==> src/rtl/erase_unlock_pkg.sv <==
package erase_unlock_pkg;

   // Register offsets, debugger side
   localparam logic [11:0] EU_DBG_ERASE_CMD = 12'h004;
   localparam logic [11:0] EU_DBG_STATUS    = 12'h018;
   localparam logic [11:0] EU_DBG_KEY       = 12'h01C;

   // Register offsets, CPU side
   localparam logic [11:0] EU_CPU_LOCK      = 12'h500;
   localparam logic [11:0] EU_CPU_KEY       = 12'h504;

   // Encoding of the status bit seen by the debugger
   typedef enum logic {
      EU_PROT_ON  = 1'b0,
      EU_PROT_OFF = 1'b1
   } eu_prot_status_e;

   // Output timing variants of the match detector
   localparam int EU_OUT_COMB = 0;
   localparam int EU_OUT_REG  = 1;

endpackage

==> src/rtl/eu_key_reg.sv <==
module eu_key_reg #(
   parameter int W = 32
) (
   input  logic         clk,
   input  logic         rst_n,
   input  logic         wr_en,
   input  logic         hold,
   input  logic [W-1:0] wdata,
   output logic [W-1:0] q
);

   initial begin
      if (W < 1) $fatal(1, "eu_key_reg: W must be at least 1");
   end

   always_ff @(posedge clk) begin
      if (!rst_n)
         q <= '0;
      else if (wr_en && !hold)
         q <= wdata;
   end

endmodule

==> src/rtl/eu_lock_bit.sv <==
module eu_lock_bit (
   input  logic clk,
   input  logic rst_n,
   input  logic wr_en,
   input  logic set_val,
   output logic locked
);

   // Sticky: only a write of 1 changes it, only reset clears it
   always_ff @(posedge clk) begin
      if (!rst_n)
         locked <= 1'b0;
      else if (wr_en && set_val)
         locked <= 1'b1;
   end

endmodule

==> src/rtl/eu_match_detect.sv <==
module eu_match_detect #(
   parameter int W        = 32,
   parameter int OUT_MODE = 0
) (
   input  logic         clk,
   input  logic         rst_n,
   input  logic [W-1:0] key_a,
   input  logic [W-1:0] key_b,
   input  logic         extra_req,
   output logic         fire
);

   import erase_unlock_pkg::*;

   logic match_now;
   logic match_prev_q;
   logic rise;
   logic fire_pre;

   initial begin
      if (OUT_MODE != EU_OUT_COMB && OUT_MODE != EU_OUT_REG)
         $fatal(1, "eu_match_detect: unsupported OUT_MODE");
   end

   assign match_now = (key_a == key_b) && (|key_a);

   always_ff @(posedge clk) begin
      if (!rst_n)
         match_prev_q <= 1'b0;
      else
         match_prev_q <= match_now;
   end

   assign rise     = match_now && !match_prev_q;
   assign fire_pre = rise || extra_req;

   generate
      if (OUT_MODE == EU_OUT_REG) begin : g_reg_out
         logic fire_q;
         always_ff @(posedge clk) begin
            if (!rst_n)
               fire_q <= 1'b0;
            else
               fire_q <= fire_pre;
         end
         assign fire = fire_q;
      end else begin : g_comb_out
         assign fire = fire_pre;
      end
   endgenerate

endmodule

==> src/rtl/erase_unlock_ctrl.sv <==
module erase_unlock_ctrl
   import erase_unlock_pkg::*;
#(
   parameter int              DATA_W     = 32,
   parameter int              ADDR_W     = 12,
   parameter int              OUT_MODE   = EU_OUT_COMB,
   parameter logic [11:0]     OFF_CMD    = EU_DBG_ERASE_CMD,
   parameter logic [11:0]     OFF_STAT   = EU_DBG_STATUS,
   parameter logic [11:0]     OFF_DKEY   = EU_DBG_KEY,
   parameter logic [11:0]     OFF_LOCK   = EU_CPU_LOCK,
   parameter logic [11:0]     OFF_CKEY   = EU_CPU_KEY
) (
   input  logic              clk,
   input  logic              rst_n,
   input  logic              nv_protect_en,
   input  logic              dbg_wr,
   input  logic [ADDR_W-1:0] dbg_addr,
   input  logic [DATA_W-1:0] dbg_wdata,
   output logic [DATA_W-1:0] dbg_rdata,
   input  logic              cpu_wr,
   input  logic [ADDR_W-1:0] cpu_addr,
   input  logic [DATA_W-1:0] cpu_wdata,
   output logic [DATA_W-1:0] cpu_rdata,
   output logic              erase_start
);

   localparam int PAD_W = DATA_W - 1;

   initial begin
      if (DATA_W < 2)  $fatal(1, "erase_unlock_ctrl: DATA_W must be at least 2");
      if (ADDR_W < 11) $fatal(1, "erase_unlock_ctrl: ADDR_W too small for offsets");
   end

   // Address decode
   logic dbg_hit_cmd, dbg_hit_stat, dbg_hit_dkey;
   logic cpu_hit_lock, cpu_hit_ckey;

   assign dbg_hit_cmd  = (dbg_addr == ADDR_W'(OFF_CMD));
   assign dbg_hit_stat = (dbg_addr == ADDR_W'(OFF_STAT));
   assign dbg_hit_dkey = (dbg_addr == ADDR_W'(OFF_DKEY));
   assign cpu_hit_lock = (cpu_addr == ADDR_W'(OFF_LOCK));
   assign cpu_hit_ckey = (cpu_addr == ADDR_W'(OFF_CKEY));

   // Protection flag: loaded during reset, frozen afterwards
   logic prot_q;
   always_ff @(posedge clk) begin
      if (!rst_n)
         prot_q <= nv_protect_en;
   end

   eu_prot_status_e stat_code;
   assign stat_code = prot_q ? EU_PROT_ON : EU_PROT_OFF;

   // Lock bit
   logic lock_q;
   eu_lock_bit u_lock (
      .clk     (clk),
      .rst_n   (rst_n),
      .wr_en   (cpu_wr && cpu_hit_lock),
      .set_val (cpu_wdata[0]),
      .locked  (lock_q)
   );

   // Key registers
   logic [DATA_W-1:0] key_dbg;
   logic [DATA_W-1:0] key_cpu;

   eu_key_reg #(.W(DATA_W)) u_key_dbg (
      .clk   (clk),
      .rst_n (rst_n),
      .wr_en (dbg_wr && dbg_hit_dkey),
      .hold  (1'b0),
      .wdata (dbg_wdata),
      .q     (key_dbg)
   );

   eu_key_reg #(.W(DATA_W)) u_key_cpu (
      .clk   (clk),
      .rst_n (rst_n),
      .wr_en (cpu_wr && cpu_hit_ckey),
      .hold  (lock_q),
      .wdata (cpu_wdata),
      .q     (key_cpu)
   );

   // Plain erase command, honoured only without protection
   logic cmd_q;
   always_ff @(posedge clk) begin
      if (!rst_n)
         cmd_q <= 1'b0;
      else
         cmd_q <= dbg_wr && dbg_hit_cmd && dbg_wdata[0] && !prot_q;
   end

   eu_match_detect #(.W(DATA_W), .OUT_MODE(OUT_MODE)) u_match (
      .clk       (clk),
      .rst_n     (rst_n),
      .key_a     (key_dbg),
      .key_b     (key_cpu),
      .extra_req (cmd_q),
      .fire      (erase_start)
   );

   // Read muxes
   always_comb begin
      dbg_rdata = '0;
      if (dbg_hit_stat)
         dbg_rdata = {{PAD_W{1'b0}}, logic'(stat_code)};
      else if (dbg_hit_dkey)
         dbg_rdata = key_dbg;
   end

   always_comb begin
      cpu_rdata = '0;
      if (cpu_hit_lock)
         cpu_rdata = {{PAD_W{1'b0}}, lock_q};
      else if (cpu_hit_ckey)
         cpu_rdata = key_cpu;
   end

endmodule

==> config.mk <==
export PLATFORM = sky130hd
export DESIGN_NAME = erase_unlock_ctrl
export DESIGN_NICKNAME = d
export VERILOG_FILES = /design/src/rtl/erase_unlock_pkg.sv /design/src/rtl/eu_key_reg.sv /design/src/rtl/eu_lock_bit.sv /design/src/rtl/eu_match_detect.sv /design/src/rtl/erase_unlock_ctrl.sv
export SDC_FILE = /design/constraint.sdc
export NUM_CORES = 1
export LEC_CHECK = 0
export BUFFER_PORTS_ARGS = -buffer_cell sky130_fd_sc_hd__clkbuf_2
export CAP_MARGIN = 20
export CORE_MARGIN = 1.5
export CORE_UTILIZATION = 47
export DETAILED_ROUTE_END_ITERATION = 12
export PLACE_DENSITY = 0.79
export SLEW_MARGIN = 20
export SYNTH_ARGS = -nofsm -noshare
export SYNTH_HDL_FRONTEND = slang
export SYNTH_SLANG_ARGS = --single-unit
export TNS_END_PERCENT = 1
==> constraint.sdc <==
create_clock -name clk -period 2.4 [get_ports clk]
set_clock_uncertainty 0.15 [all_clocks]
set_input_delay 0.12 -clock clk [delete_from_list [all_inputs] [get_ports clk]]
set_output_delay 0.12 -clock clk [all_outputs]
set_load 0.01 [all_outputs]
**Yosys cells after proc, flatten, opt, wreduce, memory -nomap -nowiden**

Cells that the tools add are included.

- Equal/unequal tests: 6
- Mux-type cells: 5
- Reductions and logical operators: 15

Operator list:

| kind | number |
|---|---|
| 2-to-1 mux 32 bit | 4 |
| equality test 32 bit | 1 |
| OR reduction 32 bit | 1 |
| equality test 12 x 11 -> 1 bit (second input constant) | 2 |
| equality test 12 x 5 -> 1 bit (second input constant) | 2 |
| equality test 12 x 3 -> 1 bit (second input constant) | 1 |
| logical AND 1 bit | 10 |
| logical NOT 1 bit | 3 |
| logical OR 1 bit | 1 |
| 2-to-1 mux 1 bit | 1 |

- Bits in registers: 68
- Bits of input ports: 93
- Output and inout bits: 65
- Logic and storage cells: 32

**Depth between registers and ports, before layout**

Gate-level depths: netlist of run 1.

- Depth after elaboration: 4
- Depth in mapped cells: 6
- Mapped depth without buffers: 4

**Cells and area by module**

Synthesis of run 1 repeated with hierarchy kept, for this count alone.

- Cells, all modules: 438
- Area total of the unflattened synthesis: 3838.7 sq um

By module, submodules not included:

| module | times used | cells an instance | area an instance (sq um) | seq. area each (sq um) |
|---|---|---|---|---|
| eu_key_reg | 2 | 140 | 1323.8 | 640.6 |
| erase_unlock_ctrl | 1 | 98 | 670.6 | 50.0 |
| eu_match_detect | 1 | 57 | 489.2 | 20.0 |
| eu_lock_bit | 1 | 3 | 31.3 | 20.0 |

**Worst setup path after synthesis of run 1**

No wires, ideal clock.

- Path type: input to output
- Start: in dbg_addr[1]
- End: out dbg_rdata[10]
- Arrival time: 1549 ps
- Data required time: 2130 ps
- Path slack: 581 ps
- Stages: 5
- Path buffers: 1
- Cells stage by stage: or4_4 nor3_1 and4_1 clkbuf_1 and2_1

- Word-level cells in the longest chain between the ends: 3
- Elaborated cells on any way between the ends: 4
- Those cells by class: eq/ne: 2; mux: 2

RTL lines:

| what | RTL line | RTL |
|---|---|---|
| from (decl) | erase_unlock_ctrl.sv:17 | `input logic [ADDR_W-1:0] dbg_addr,` |
| equality test 12 x 5 -> 1 bit | erase_unlock_ctrl.sv:40 | `assign dbg_hit_dkey = (dbg_addr == ADDR_W'(OFF_DKEY));` |
| 2-to-1 mux 32 bit | erase_unlock_ctrl.sv:109 | `else if (dbg_hit_dkey)` |
| 2-to-1 mux 32 bit (*) | erase_unlock_ctrl.sv:107 | `if (dbg_hit_stat)` |
| to (decl) | erase_unlock_ctrl.sv:19 | `output logic [DATA_W-1:0] dbg_rdata,` |

Every way passes the cells marked *; elsewhere a longest branch is shown, timed or not.

**Worst setup path in the final report of run 1**

- Start: reg u_key_dbg.q[0]
- End: out erase_start

- Word-level cells in the longest chain between the ends: 4
- Elaborated cells on any way between the ends: 5
- Those cells by class: eq/ne: 1; reduce/logical: 4

RTL lines:

| what | RTL line | RTL |
|---|---|---|
| from (decl) | eu_key_reg.sv:9 | `output logic [W-1:0] q` |
| from (signal assigned) | eu_key_reg.sv:20 | `q <= wdata;` |
| equality test 32 bit / OR reduction 32 bit (equally long branches) | eu_match_detect.sv:25 | `assign match_now = (key_a == key_b) && (\|key_a);` |
| logical AND 1 bit (*) | eu_match_detect.sv:25 |  |
| logical AND 1 bit (*) | eu_match_detect.sv:34 | `assign rise = match_now && !match_prev_q;` |
| logical OR 1 bit (*) | eu_match_detect.sv:35 | `assign fire_pre = rise \|\| extra_req;` |
| to (decl) | erase_unlock_ctrl.sv:24 | `output logic erase_start` |

Marks and branches as above.

==> results of run 1 <==
==> worst max-delay path, delay by kind of cell, from the launching register on <==
family | cells | cell delay, ps
buf+inv | 1 | 210
simple gates | 2 | 490
compound gates | 1 | 350
xor+xnor | 1 | 100
flops | 1 | 440
==> cells in the final DEF, fill, tap and decap left out, drive strengths merged, types with 2 or more instances in the layout <==
master         n
buf           10
and4           3
inv            2
dlygate4sd3   65
mux2i         33
nor2          39
and3          31
clkbuf       172
o21ai         32
nor2b          2
dfxtp         67
xor2          32
nand2          2
nor3           2
and2          31
nand4         38
nor4          20
a21oi         34
==> registers in the layout (all words and copies together) (netlist names) <==
name	cells
cmd_q	1
prot_q	1
u_key_cpu.q	32
u_key_dbg.q	32
u_lock.locked	1
u_match.match_prev_q	1
==> worst paths after layout <==
check / slack [ps] / start / to / depth (start not counted)
worst min-delay path: 60 / cpu_wr / u_lock.locked / 5
worst max-delay path: 220 / u_key_dbg.q[0] / erase_start / 5
worst min register to register: 350 / u_key_cpu.q[27] / u_key_cpu.q[27] / 2
worst max register to register: 800 / u_key_dbg.q[5] / u_match.match_prev_q / 4
==> Yosys cell counts, drive strengths merged <==
library cell	n	area (um2)
and4	3	26.3
or4	1	11.3
and2	31	194
a21oi	34	170
nand2	2	7.51
nand3b	1	7.51
xor2	32	280
nor4	20	140
edfxtp	1	30.0
nand4	38	238
dfxtp	67	1340
o21ai	32	160
or3	1	6.26
and3	31	194
mux2i	33	330
nand3	1	5.00
nor2b	2	12.5
clkbuf	28	105
inv	2	7.51
o41ai	1	8.76
buf	8	53.8
nor3	2	10.0
nor2	39	146
or2	1	6.26
==> power by group <==
group	switching, W	total (W)	internal [W]
logic	0.0000997	0.000237	0.000137
clock network	0.000387	0.000848	0.000461
registers	0.000000883	0.00113	0.00113
total	0.000488	0.00222	0.00173
==> kinds of logic after synthesis <==
logic type	count (synthesis)	synth area share, %
xor+xnor	32	8.03
compound gates	67	9.71
mux	33	9.46
simple gates	173	28.8
flops	68	39.3
buf+inv	38	4.77
==> per-stage QoR <==
stage,power [W],util [%],hold WS [ps]
after floorplan,0.00121,-,68.9
after global placement,0.00130,60.2,148
after detailed placement,0.00130,60.2,156
after CTS,0.00223,71.8,51.0
after global routing,0.00230,71.8,73.3
final,0.00222,71.8,64.3
==> routing by layer <==
| metal | part of all wire [%] | global-route usage, % |
|---|---|---|
| met1 | 42 | 38.1 |
| met2 | 48 | 48.9 |
| met3 | 7.9 | 5.45 |
| met4 | 1.9 | 9.93 |
| met5 | 0 | 0 |
==> timing repair <==
action                                 4_1_cts  5_1_grt
endpoints found under the hold margin       66        0
hold buffers                                65        0
resized for setup                            0        0
setup endpoints to repair                    0        0
==> final cells by class <==
cell class | instances | area [um2] | share of cell area [%]
multi-input cells | 305 | 1960 | 37.8
repair buffers | 232 | 1540 | 29.7
flip-flops and latches | 68 | 1370 | 26.5
clock buffers | 15 | 176 | 3.41
well taps | 99 | 124 | 2.39
inverters | 2 | 7.51 | 0.145
clock inverters | 1 | 5.00 | 0.0967
==> results.py, run 1 <==
metrics = {
    "status": {
        "status": "finished clean",
    },
    "logic_synthesis": {
        "seq_area_frac_synth_pct": 39.3,
        "ys_ff_latch": 68,
        "avgSynthCellArea_um2": 8.50,
        "synth_area_um2": 3490,
        "synth_cells": 411,
        "synth_cell_types": 27,
        "syn_nets": 504,
        "ys_warn_count": 0,
    },
    "power_and_ir_drop": {
        "leakage_nw": 2.50,
        "power_density_nw_per_um2": 428,
        "vdd_ir_drop_max_uv": 237,
    },
    "timing": {
        "rsz0062_at_grt": "false",
        "layout_min_cycle_time_ps": 2180,
        "period_share_pct": 91.0,
        "max_freq_mhz": 458,
        "relSlewSlack_pct": 57.7,
        "timing.setup.tns_ps": 0,
        "tightestPinTransition_ps": 633,
        "setup_ws_ps": 217,
        "setup_viol": 0,
        "final_hold_viol_count": 0,
        "slew_viol_final": 0,
    },
    "clock_network": {
        "clock-sinks": 68,
        "root_buffer": "clkbuf_8",
        "cts_buffers": 9,
        "clk_latency_ps": 320,
        "clk_pin_slew_worst_paths_ps": 70,
        "cts_max_level": 3,
        "clockBufferDepth": 2,
        "cts_tree": "built",
        "cts_setup_buffers": 0,
    },
    "floorplanning": {
        "die_w_um": 89.2,
        "dieArea_um2": 7960,
        "io-pin-count": 158,
        "core_um2": 7210,
        "placementRows": 31,
        "die_y_um": 89.2,
        "initial_core_util_pct": 48.4,
    },
    "worst_setup_path": {
        "cp-end-kind": "primary output",
        "cp.arrival_ps": 1910,
        "worstPathRequired_ps": 2130,
        "cp_max_fo": 4,
        "crit_type": "reg2out",
        "max_stage_delay_ps": 440,
        "cp-start-kind": "flop",
        "path_cells": "xor2_1, nor4_1, nand4_1, o41ai_1, clkbuf_2",
        "slowest_stage": "dfxtp_1",
    },
    "placement": {
        "place_area_um2": 4350,
        "port-buffer-count": 157,
        "dp_hpwl_um": 7480,
        "dp.cells": 641,
        "dp_slack_ps": 322,
        "globalplace.congestion": 0.841,
    },
    "final_layout": {
        "num-fill-cells": 567,
        "stdcell_area_um2": 5180,
        "nNetsFinal": 711,
        "syn_to_final_growth_pct": 48.3,
        "drive_gt1_share_pct": 29.7,
        "num_antenna_cells": 0,
        "finalNonFillerCells": 722,
    },
    "grt": {
        "grt-ovfl-total": 0,
        "grt_pass1_vias": 3752,
        "grt.total_usage_pct": 29.3,
        "grt_max_degree": 65,
        "grt_pass1_wl_um": 17800,
        "antenna_found_initial": 0,
    },
    "detailed_routing": {
        "post-route-drc-count": 0,
        "vias_per_cell": 5.46,
        "wl_per_cell_um": 15.9,
        "dr_total_vias": 3943,
        "initialDrtViolationCount": 199,
        "postRouteWirelength_um": 11500,
        "drtPass1Iterations": 4,
        "drtAntennaViolNets": 0,
    },
    "min_path": {
        "min_path_type": "in2reg",
    },
    "run": {
        "cap_viol_max_count": 0,
    },
}
Note: power is estimated with default switching activity, not from simulation.
==> run 2: changes to the inputs <==
- CORE_UTILIZATION: 47 -> 43
- PLACE_DENSITY: 0.79 -> 0.76
- clock period: 2.4 -> 2 ns (I/O delays scaled with it)
==> results.py, run 2 (synthesis gave the netlist of run 1 again) <==
metrics = {
    "status": {
        "status": "complete, but fails checks",
        "violations": "negative setup slack",
    },
    "min_path": {
        "min_path_type": "in2reg",
    },
    "worst_setup_path": {
        "crit_type": "reg2out",
        "cp_max_fo": 3,
        "cp-start-kind": "flop",
        "cp.arrival_ps": 1860,
        "slowest_stage": "dfxtp_1",
        "max_stage_delay_ps": 360,
        "worst-path-buf-inv": 1,
        "path_cells": "xor2_1, nor4_1, nand4_1, o41ai_2, buf_2",
        "worstPathRequired_ps": 1750,
        "critPathTopFamily": "simple AND/OR/NAND/NOR gates",
        "cp-end-kind": "primary output",
    },
    "clock_network": {
        "clk_pin_slew_worst_paths_ps": 70,
        "clk_latency_ps": 330,
        "root_buffer": "clkbuf_8",
        "clock-sinks": 68,
        "clockBufferDepth": 2,
        "cts_buffers": 9,
        "cts_max_level": 3,
        "cts_tree": "built",
    },
    "floorplanning": {
        "die_y_um": 93.1,
        "initial_core_util_pct": 44.7,
        "io-pin-count": 158,
        "core_um2": 7810,
        "die_w_um": 93.1,
        "placementRows": 32,
        "dieArea_um2": 8670,
    },
    "detailed_routing": {
        "dr_total_vias": 4028,
        "postRouteWirelength_um": 11800,
        "vias_per_cell": 5.49,
        "drtPass1Iterations": 5,
        "wl_per_cell_um": 16.1,
        "drtAntennaViolNets": 0,
        "initialDrtViolationCount": 230,
        "post-route-drc-count": 0,
    },
    "final_layout": {
        "final_cell_mix": "clkbuf_2, dlygate4sd3_1, dfxtp_1",
        "reg_top3": "u_key_cpu.q (32), u_key_dbg.q (32)",
        "syn_to_final_growth_pct": 53.9,
        "finalNonFillerCells": 734,
        "drive_gt1_share_pct": 34.5,
        "final_common_cell": "clkbuf_2",
        "num_antenna_cells": 0,
        "nNetsFinal": 721,
        "num-fill-cells": 613,
        "final_util_pct": 68.8,
    },
    "run": {
        "cap_viol_max_count": 0,
    },
    "grt": {
        "grt.total_usage_pct": 27.1,
        "grt_max_degree": 65,
        "grt-ovfl-total": 0,
        "grt_pass1_wl_um": 18300,
        "grt_pass1_vias": 3722,
        "antenna_found_initial": 0,
    },
    "placement": {
        "globalplace.congestion": 0.781,
        "dp.cells": 648,
        "dp_hpwl_um": 7820,
        "port-buffer-count": 157,
    },
    "timing": {
        "slew_viol_final": 0,
        "layout_min_cycle_time_ps": 2110,
        "tightestPinTransition_ps": 498,
        "setup_viol": 2,
        "rsz0062_at_grt": "true",
        "max_freq_mhz": 474,
        "final_hold_viol_count": 0,
        "relSlewSlack_pct": 66.7,
        "timing.setup.tns_ps": -136,
        "setup_ws_ps": -111,
        "period_share_pct": 106,
    },
    "power_and_ir_drop": {
        "vdd_ir_drop_max_uv": 414,
        "leakage_nw": 2.61,
        "finalPower_w": 0.00276,
        "power_density_nw_per_um2": 514,
    },
}
[run 2: cell count changes in the layout (fill, tap and decap cells not counted), sizes merged]
cell    delta
bufinv     +1
clkbuf     -3
buf       +11
[run 2: metrics by stage]
stage | hold slack [ps] | setup WS (ps) | cell area, um2
floorplan | 48.9 | 205 | 3490
global placement | 131 | 75.2 | 4420
detailed placement | 136 | 14.2 | 4420
CTS | 12.9 | -91.8 | 5310
global route | 37.8 | -212 | 5370
finish | 15.0 | -111 | 5370
[run 2: final timing paths]
check | depth (start not counted) | start | endpoint | slack (ps)
setup / recovery | 5 | u_key_cpu.q[31] | erase_start | -110
hold / removal | 5 | cpu_wr | u_lock.locked | 20
setup reg to reg | 9 | u_key_dbg.q[29] | u_match.match_prev_q | -20
hold reg to reg | 2 | u_key_cpu.q[24] | u_key_cpu.q[24] | 350
[run 2: report_power, final]
group          internal, W  switching, W
clock             0.000637      0.000476
sequential         0.00136    0.00000104
combinational     0.000168      0.000122
[run 2: per-layer routing]
metal | share of wire (%) | global-route usage [%] | vias to the layer above
li1 | - | - | 1914
met5 | 0 | 0 | -
met1 | 43 | 35.5 | 1858
met2 | 47 | 44.4 | 234
met3 | 7.9 | 4.47 | 22
met4 | 1.9 | 10.5 | 0
[run 2: tightest hold or removal path, cell delays in order]
cell and delay [ps]:
clkbuf_2 100, nand2_1 50, nor2_1 80, a21oi_1 70
nor2_1 80
[run 2: layout make-up]
class	count	area [um2]	area share [%]
clock buffer	13	159	2.96
inverter	2	7.51	0.140
sequential	68	1390	25.9
timing repair buffer	242	1650	30.7
clock inverter	2	35.0	0.652
multi-input combinational	305	2010	37.3
tap	102	128	2.37
[run 2: what timing repair did]
item | 4_1_cts | 5_1_grt
setup endpoints to repair | 1 | 33
hold endpoints to repair | 66 | 0
gates resized for setup | 2 | 22
pin swaps | 6 | 9
buffers inserted | 5 | 1
gates cloned | 0 | 0
hold buffers | 65 | 0
